$ cat config.mk
export PLATFORM = sky130hd
export DESIGN_NAME = mcast_hash_filter
export DESIGN_NICKNAME = d
export VERILOG_FILES = /design/src/rtl/mcast_hash_filter.sv
export SDC_FILE = /design/constraint.sdc
export NUM_CORES = 1
export LEC_CHECK = 0
export ABC_AREA = 1
export BUFFER_PORTS_ARGS = -buffer_cell sky130_fd_sc_hd__buf_2
export CAP_MARGIN = 20
export CORE_ASPECT_RATIO = 0.5
export CORE_MARGIN = 2
export CORE_UTILIZATION = 35
export DETAILED_ROUTE_END_ITERATION = 10
export GPL_ROUTABILITY_DRIVEN = 0
export GPL_TIMING_DRIVEN = 0
export PLACE_DENSITY = 0.55
export SYNTH_ARGS = -nofsm -noshare
export SYNTH_HDL_FRONTEND = slang
export SYNTH_SLANG_ARGS = --single-unit
$ cat constraint.sdc
create_clock -name clk -period 3.8 [get_ports clk]
set_clock_uncertainty 0.15 [all_clocks]
set_input_delay 0.76 -clock clk [delete_from_list [all_inputs] [get_ports clk]]
set_output_delay 0.76 -clock clk [all_outputs]
set_load 0.02 [all_outputs]
$ cat src/rtl/mcast_hash_filter.sv
module mcast_hash_filter #(
  parameter int          ADDR_BYTES = 6,
  parameter logic [31:0] CRC_POLY   = 32'h04C11DB7,
  parameter int          IDX_LSB    = 23,
  parameter int          IDX_W      = 6
) (
  input  logic             clk,
  input  logic             rst_n,
  input  logic             in_valid,
  input  logic             in_sof,
  input  logic [7:0]       in_data,
  input  logic             tbl_we,
  input  logic [IDX_W-4:0] tbl_addr,
  input  logic [7:0]       tbl_wdata,
  output logic             match_valid,
  output logic             match,
  output logic [IDX_W-1:0] hash_idx
);

  localparam int TBL_BITS = 1 << IDX_W;
  localparam int CNT_W    = $clog2(ADDR_BYTES + 1);
  localparam logic [CNT_W-1:0] CNT_DONE = CNT_W'(ADDR_BYTES);
  localparam logic [CNT_W-1:0] CNT_ONE  = CNT_W'(1);

  function automatic logic [31:0] crc_byte(input logic [31:0] c, input logic [7:0] d);
    logic [31:0] r;
    r = c;
    for (int i = 0; i < 8; i++) begin
      if (r[31] ^ d[i]) r = {r[30:0], 1'b0} ^ CRC_POLY;
      else              r = {r[30:0], 1'b0};
    end
    return r;
  endfunction

  logic [TBL_BITS-1:0] tbl;
  logic [31:0]         crc;
  logic [CNT_W-1:0]    cnt;

  logic             start, take, last;
  logic [31:0]      crc_nx;
  logic [CNT_W-1:0] cnt_nx;
  logic [IDX_W-1:0] idx_nx;

  assign start  = in_valid && in_sof;
  assign take   = in_valid && (in_sof || cnt != CNT_DONE);
  assign crc_nx = crc_byte(in_sof ? 32'hFFFF_FFFF : crc, in_data);
  assign cnt_nx = in_sof ? CNT_ONE : cnt + CNT_ONE;
  assign last   = take && (cnt_nx == CNT_DONE);
  assign idx_nx = crc_nx[IDX_LSB +: IDX_W];

  always_ff @(posedge clk or negedge rst_n) begin
    if (!rst_n) begin
      tbl <= '0;
    end else if (tbl_we) begin
      tbl[tbl_addr*8 +: 8] <= tbl_wdata;
    end
  end

  always_ff @(posedge clk or negedge rst_n) begin
    if (!rst_n) begin
      crc <= '1;
      cnt <= CNT_DONE;
    end else if (take) begin
      crc <= crc_nx;
      cnt <= cnt_nx;
    end
  end

  always_ff @(posedge clk or negedge rst_n) begin
    if (!rst_n) begin
      match_valid <= 1'b0;
      match       <= 1'b0;
      hash_idx    <= '0;
    end else if (last) begin
      match_valid <= 1'b1;
      match       <= tbl[idx_nx];
      hash_idx    <= idx_nx;
    end else if (start) begin
      match_valid <= 1'b0;
      match       <= 1'b0;
    end
  end

endmodule

==> results.toml <==
[run_status]
outcome = "complete, no violations"

[synthesis]
synth_cells = 792
ys_seq_elements = 107
ys_warn_count = 0
synthesis.area_um2 = 6210
yosysSeqAreaShare_pct = 43.8
yosysUniqueCellTypes = 36
avgSynthCellArea_um2 = 7.84
syn_nets = 823

[pwr]
seqPwrFrac_pct = 35.1
power_leakage_nw = 3.18
clock_power_share_pct = 18.8
power_density_nw_per_um2 = 712
switchingPower_mw = 2.07
power_mw = 4.98
swShare_pct = 41.6
ir_drop_v = 0.000263
p_int_mw = 2.91
combPwrFrac_pct = 46.1

[global_route]
gr-total-overflow = 0
grt_first_pass_wirelength_um = 28200
antenna_found_initial = 0
grt_pass1_vias = 5332
grt_max_degree = 59
grtUsageTotal_pct = 19.4

[drt]
ant_nets = 0
wl_per_cell_um = 16.0
drc = 0
drt-vias-per-instance = 5.00
via_count = 5366
dr.pass1.iters = 5
routed_wl_um = 17100
drt_iter0_drc = 332

[floorplan]
dieWidth_um = 192
die_y_um = 98.2
dieArea_um2 = 18900
start_util_pct = 35.8
core_area_um2 = 17400
pin_count = 32
rows = 34

[setup_path]
worstSetupStartpointType = "primary input"
r2r_end = "match$_DFFE_PN0P_"
critPathLaunch = "tbl_addr[0]"
path_common_cell = "clkbuf_1"
cp-end-kind = "flip-flop"
arrival_ps = 3640
cp.depth = 12
criticalPathCategory = "primary input to flip-flop"
cpPeakStageDelay_ps = 520
slowest_stage = "nor4_2"
r2r-start = "crc[27]$_DFFE_PN1P_"
worstPathCellList = "buf_2 -> clkbuf_1 -> inv_1 -> clkbuf_1 -> ha_1 -> ha_1 -> inv_1 -> nand2_1 -> nor4_2 -> clkbuf_1 -> nand3_1 -> o21ai_0"
critPathRequiredTime_ps = 3920
cpLargestDelayFamily = "buffers and inverters"
worst_r2r_path_depth = 13
path_max_fanout = 11
cp_num_buf_inv = 6
endpoint = "tbl[7]$_DFFE_PN0P_"
rrSetupSlack_ps = 1060

[layout]
mostFrequentLayoutCells = "nand2_1, nand3_1, o21ai_0, inv_1, dfrtp_1"
final_common_cell = "nand2_1"
layout-drive-gt1-share_pct = 14.2
design_area_um2 = 7000
antenna_cells = 0
fin_cells = 1073
areaGrowthSynthToFinish_pct = 12.6
fin_nets = 866

[placement]
dp_hpwl_um = 12400
dpl_cell_area_um2 = 6690
place_inst = 1058
io_buffers = 31
dp_slack_ps = -260

[clocking]
clockRootBuffer = "clkbuf_16"
clock-sinks = 107
cts.clk_slew.worst_paths_ps = 70
cts_hold_buf = 0
clk_path_buf_depth = 2
cts_buffers = 9
h-tree-depth = 3
cts_setup_buffers = 0
clk_latency_ps = 350
cts_tree = "done"
cts_resized = 0

[sta]
slew_headroom_pct = 48.4
hold_viol_final = 0
worstMarginPinSlew_ps = 767
fmax_mhz = 284
fin_crit_sh_pct = 92.6
rsz0062_at_grt = "true"
setup_viol = 0
min_period_ps = 3520
setup_ws_ps = 280
maxSlewViolCount = 0

[hold_path]
hold_class = "primary input to async pin"

[flow_run]
maxCapViolations = 0
## sequential cells by signal, summed over array words and instances (netlist names)
name / count
tbl: 64
match_valid: 1
cnt: 3
match: 1
hash_idx: 6
crc: 32
## stage by stage
step / hold slack [ps] / utilization, % / TNS, ps
2_1_floorplan: 293 / - / 0
3_3_place_gp: 308 / 38.4 / -1960
3_5_place_dp: 311 / 38.5 / -3300
4_1_cts: 316 / 40.2 / 0
5_1_grt: 339 / 40.3 / -106
6_report: 294 / 40.3 / 0
## cells by family after synthesis
logic type               after synthesis  synth area share [%]
AND/OR/NAND/NOR                      382                  27.8
flip-flops                           107                  43.8
AO/OA/AOI/OAI                        113                  9.59
buffers and inverters                125                  8.12
XOR/XNOR                              58                  9.27
adder cells (fa/ha/maj)                7                  1.41
## how the worst min path moves through the flow
stage / from / end / depth (start not counted)
finish: rst_n / tbl[38]$_DFFE_PN0P_ / 1
global route: rst_n / tbl[7]$_DFFE_PN0P_ / 1
CTS: rst_n / tbl[7]$_DFFE_PN0P_ / 1
detailed placement: crc[1]$_DFFE_PN1P_ / crc[1]$_DFFE_PN1P_ / 2
global placement: tbl[34]$_DFFE_PN0P_ / tbl[34]$_DFFE_PN0P_ / 2
floorplan: tbl[34]$_DFFE_PN0P_ / tbl[34]$_DFFE_PN0P_ / 2
## power groups by stage
stage	Combinational, mW	Clock (mW)	Sequential [mW]
2_1_floorplan	1.65	0	1.77
3_3_place_gp	2.26	0	1.76
3_5_place_dp	2.29	0	1.77
4_1_cts	2.30	0.960	1.75
5_1_grt	2.57	1.00	1.80
6_report	2.30	0.936	1.75
## Yosys cell counts
cell,n,share of area (%)
nor2_1,58,3.5
clkinv_1,1,0.060
nor4_2,2,0.40
buf_4,3,0.36
xnor2_1,22,3.1
dfrtp_1,73,29
ha_1,7,1.4
o21bai_2,1,0.18
nand4_1,7,0.71
inv_1,84,5.1
o31ai_1,3,0.36
buf_2,7,0.56
a21oi_1,5,0.40
xor2_4,1,0.44
nand2_2,5,0.50
nand3_2,2,0.32
nor3_1,5,0.40
o21ai_0,89,7.2
o21bai_1,2,0.24
o21ai_1,7,0.56
a31oi_1,3,0.30
clkbuf_1,24,1.5
inv_2,4,0.24
xnor2_2,2,0.52
nand3_1,125,10
dfstp_2,34,14
nand2_1,164,9.9
nor2_4,1,0.18
buf_6,2,0.36
a22oi_1,1,0.12
nand2_4,4,0.73
xor2_1,30,4.2
o211ai_1,2,0.24
xor2_2,2,0.52
xnor2_4,1,0.44
nand3b_1,9,1.1
## metal layers
layer / vias up / wire (µm) / global-route usage (%)
met5: - / 0 / 0
li1: 2647 / - / -
met3: 30 / 767 / 3.41
met4: 0 / 346 / 5.64
met2: 113 / 7620 / 30.5
met1: 2576 / 8390 / 27.3
## layout make-up
| cell class | instances | area (µm²) |
|---|---|---|
| Multi-Input combinational cell | 560 | 3010 |
| Clock inverter | 4 | 52.6 |
| Tap cell | 234 | 293 |
| Buffer | 36 | 170 |
| Clock buffer | 11 | 233 |
| Timing Repair Buffer | 32 | 185 |
| Inverter | 89 | 334 |
| Sequential cell | 107 | 2720 |
| Fill cell | 1792 | 10400 |
Note: power is estimated with default switching activity, not from simulation.
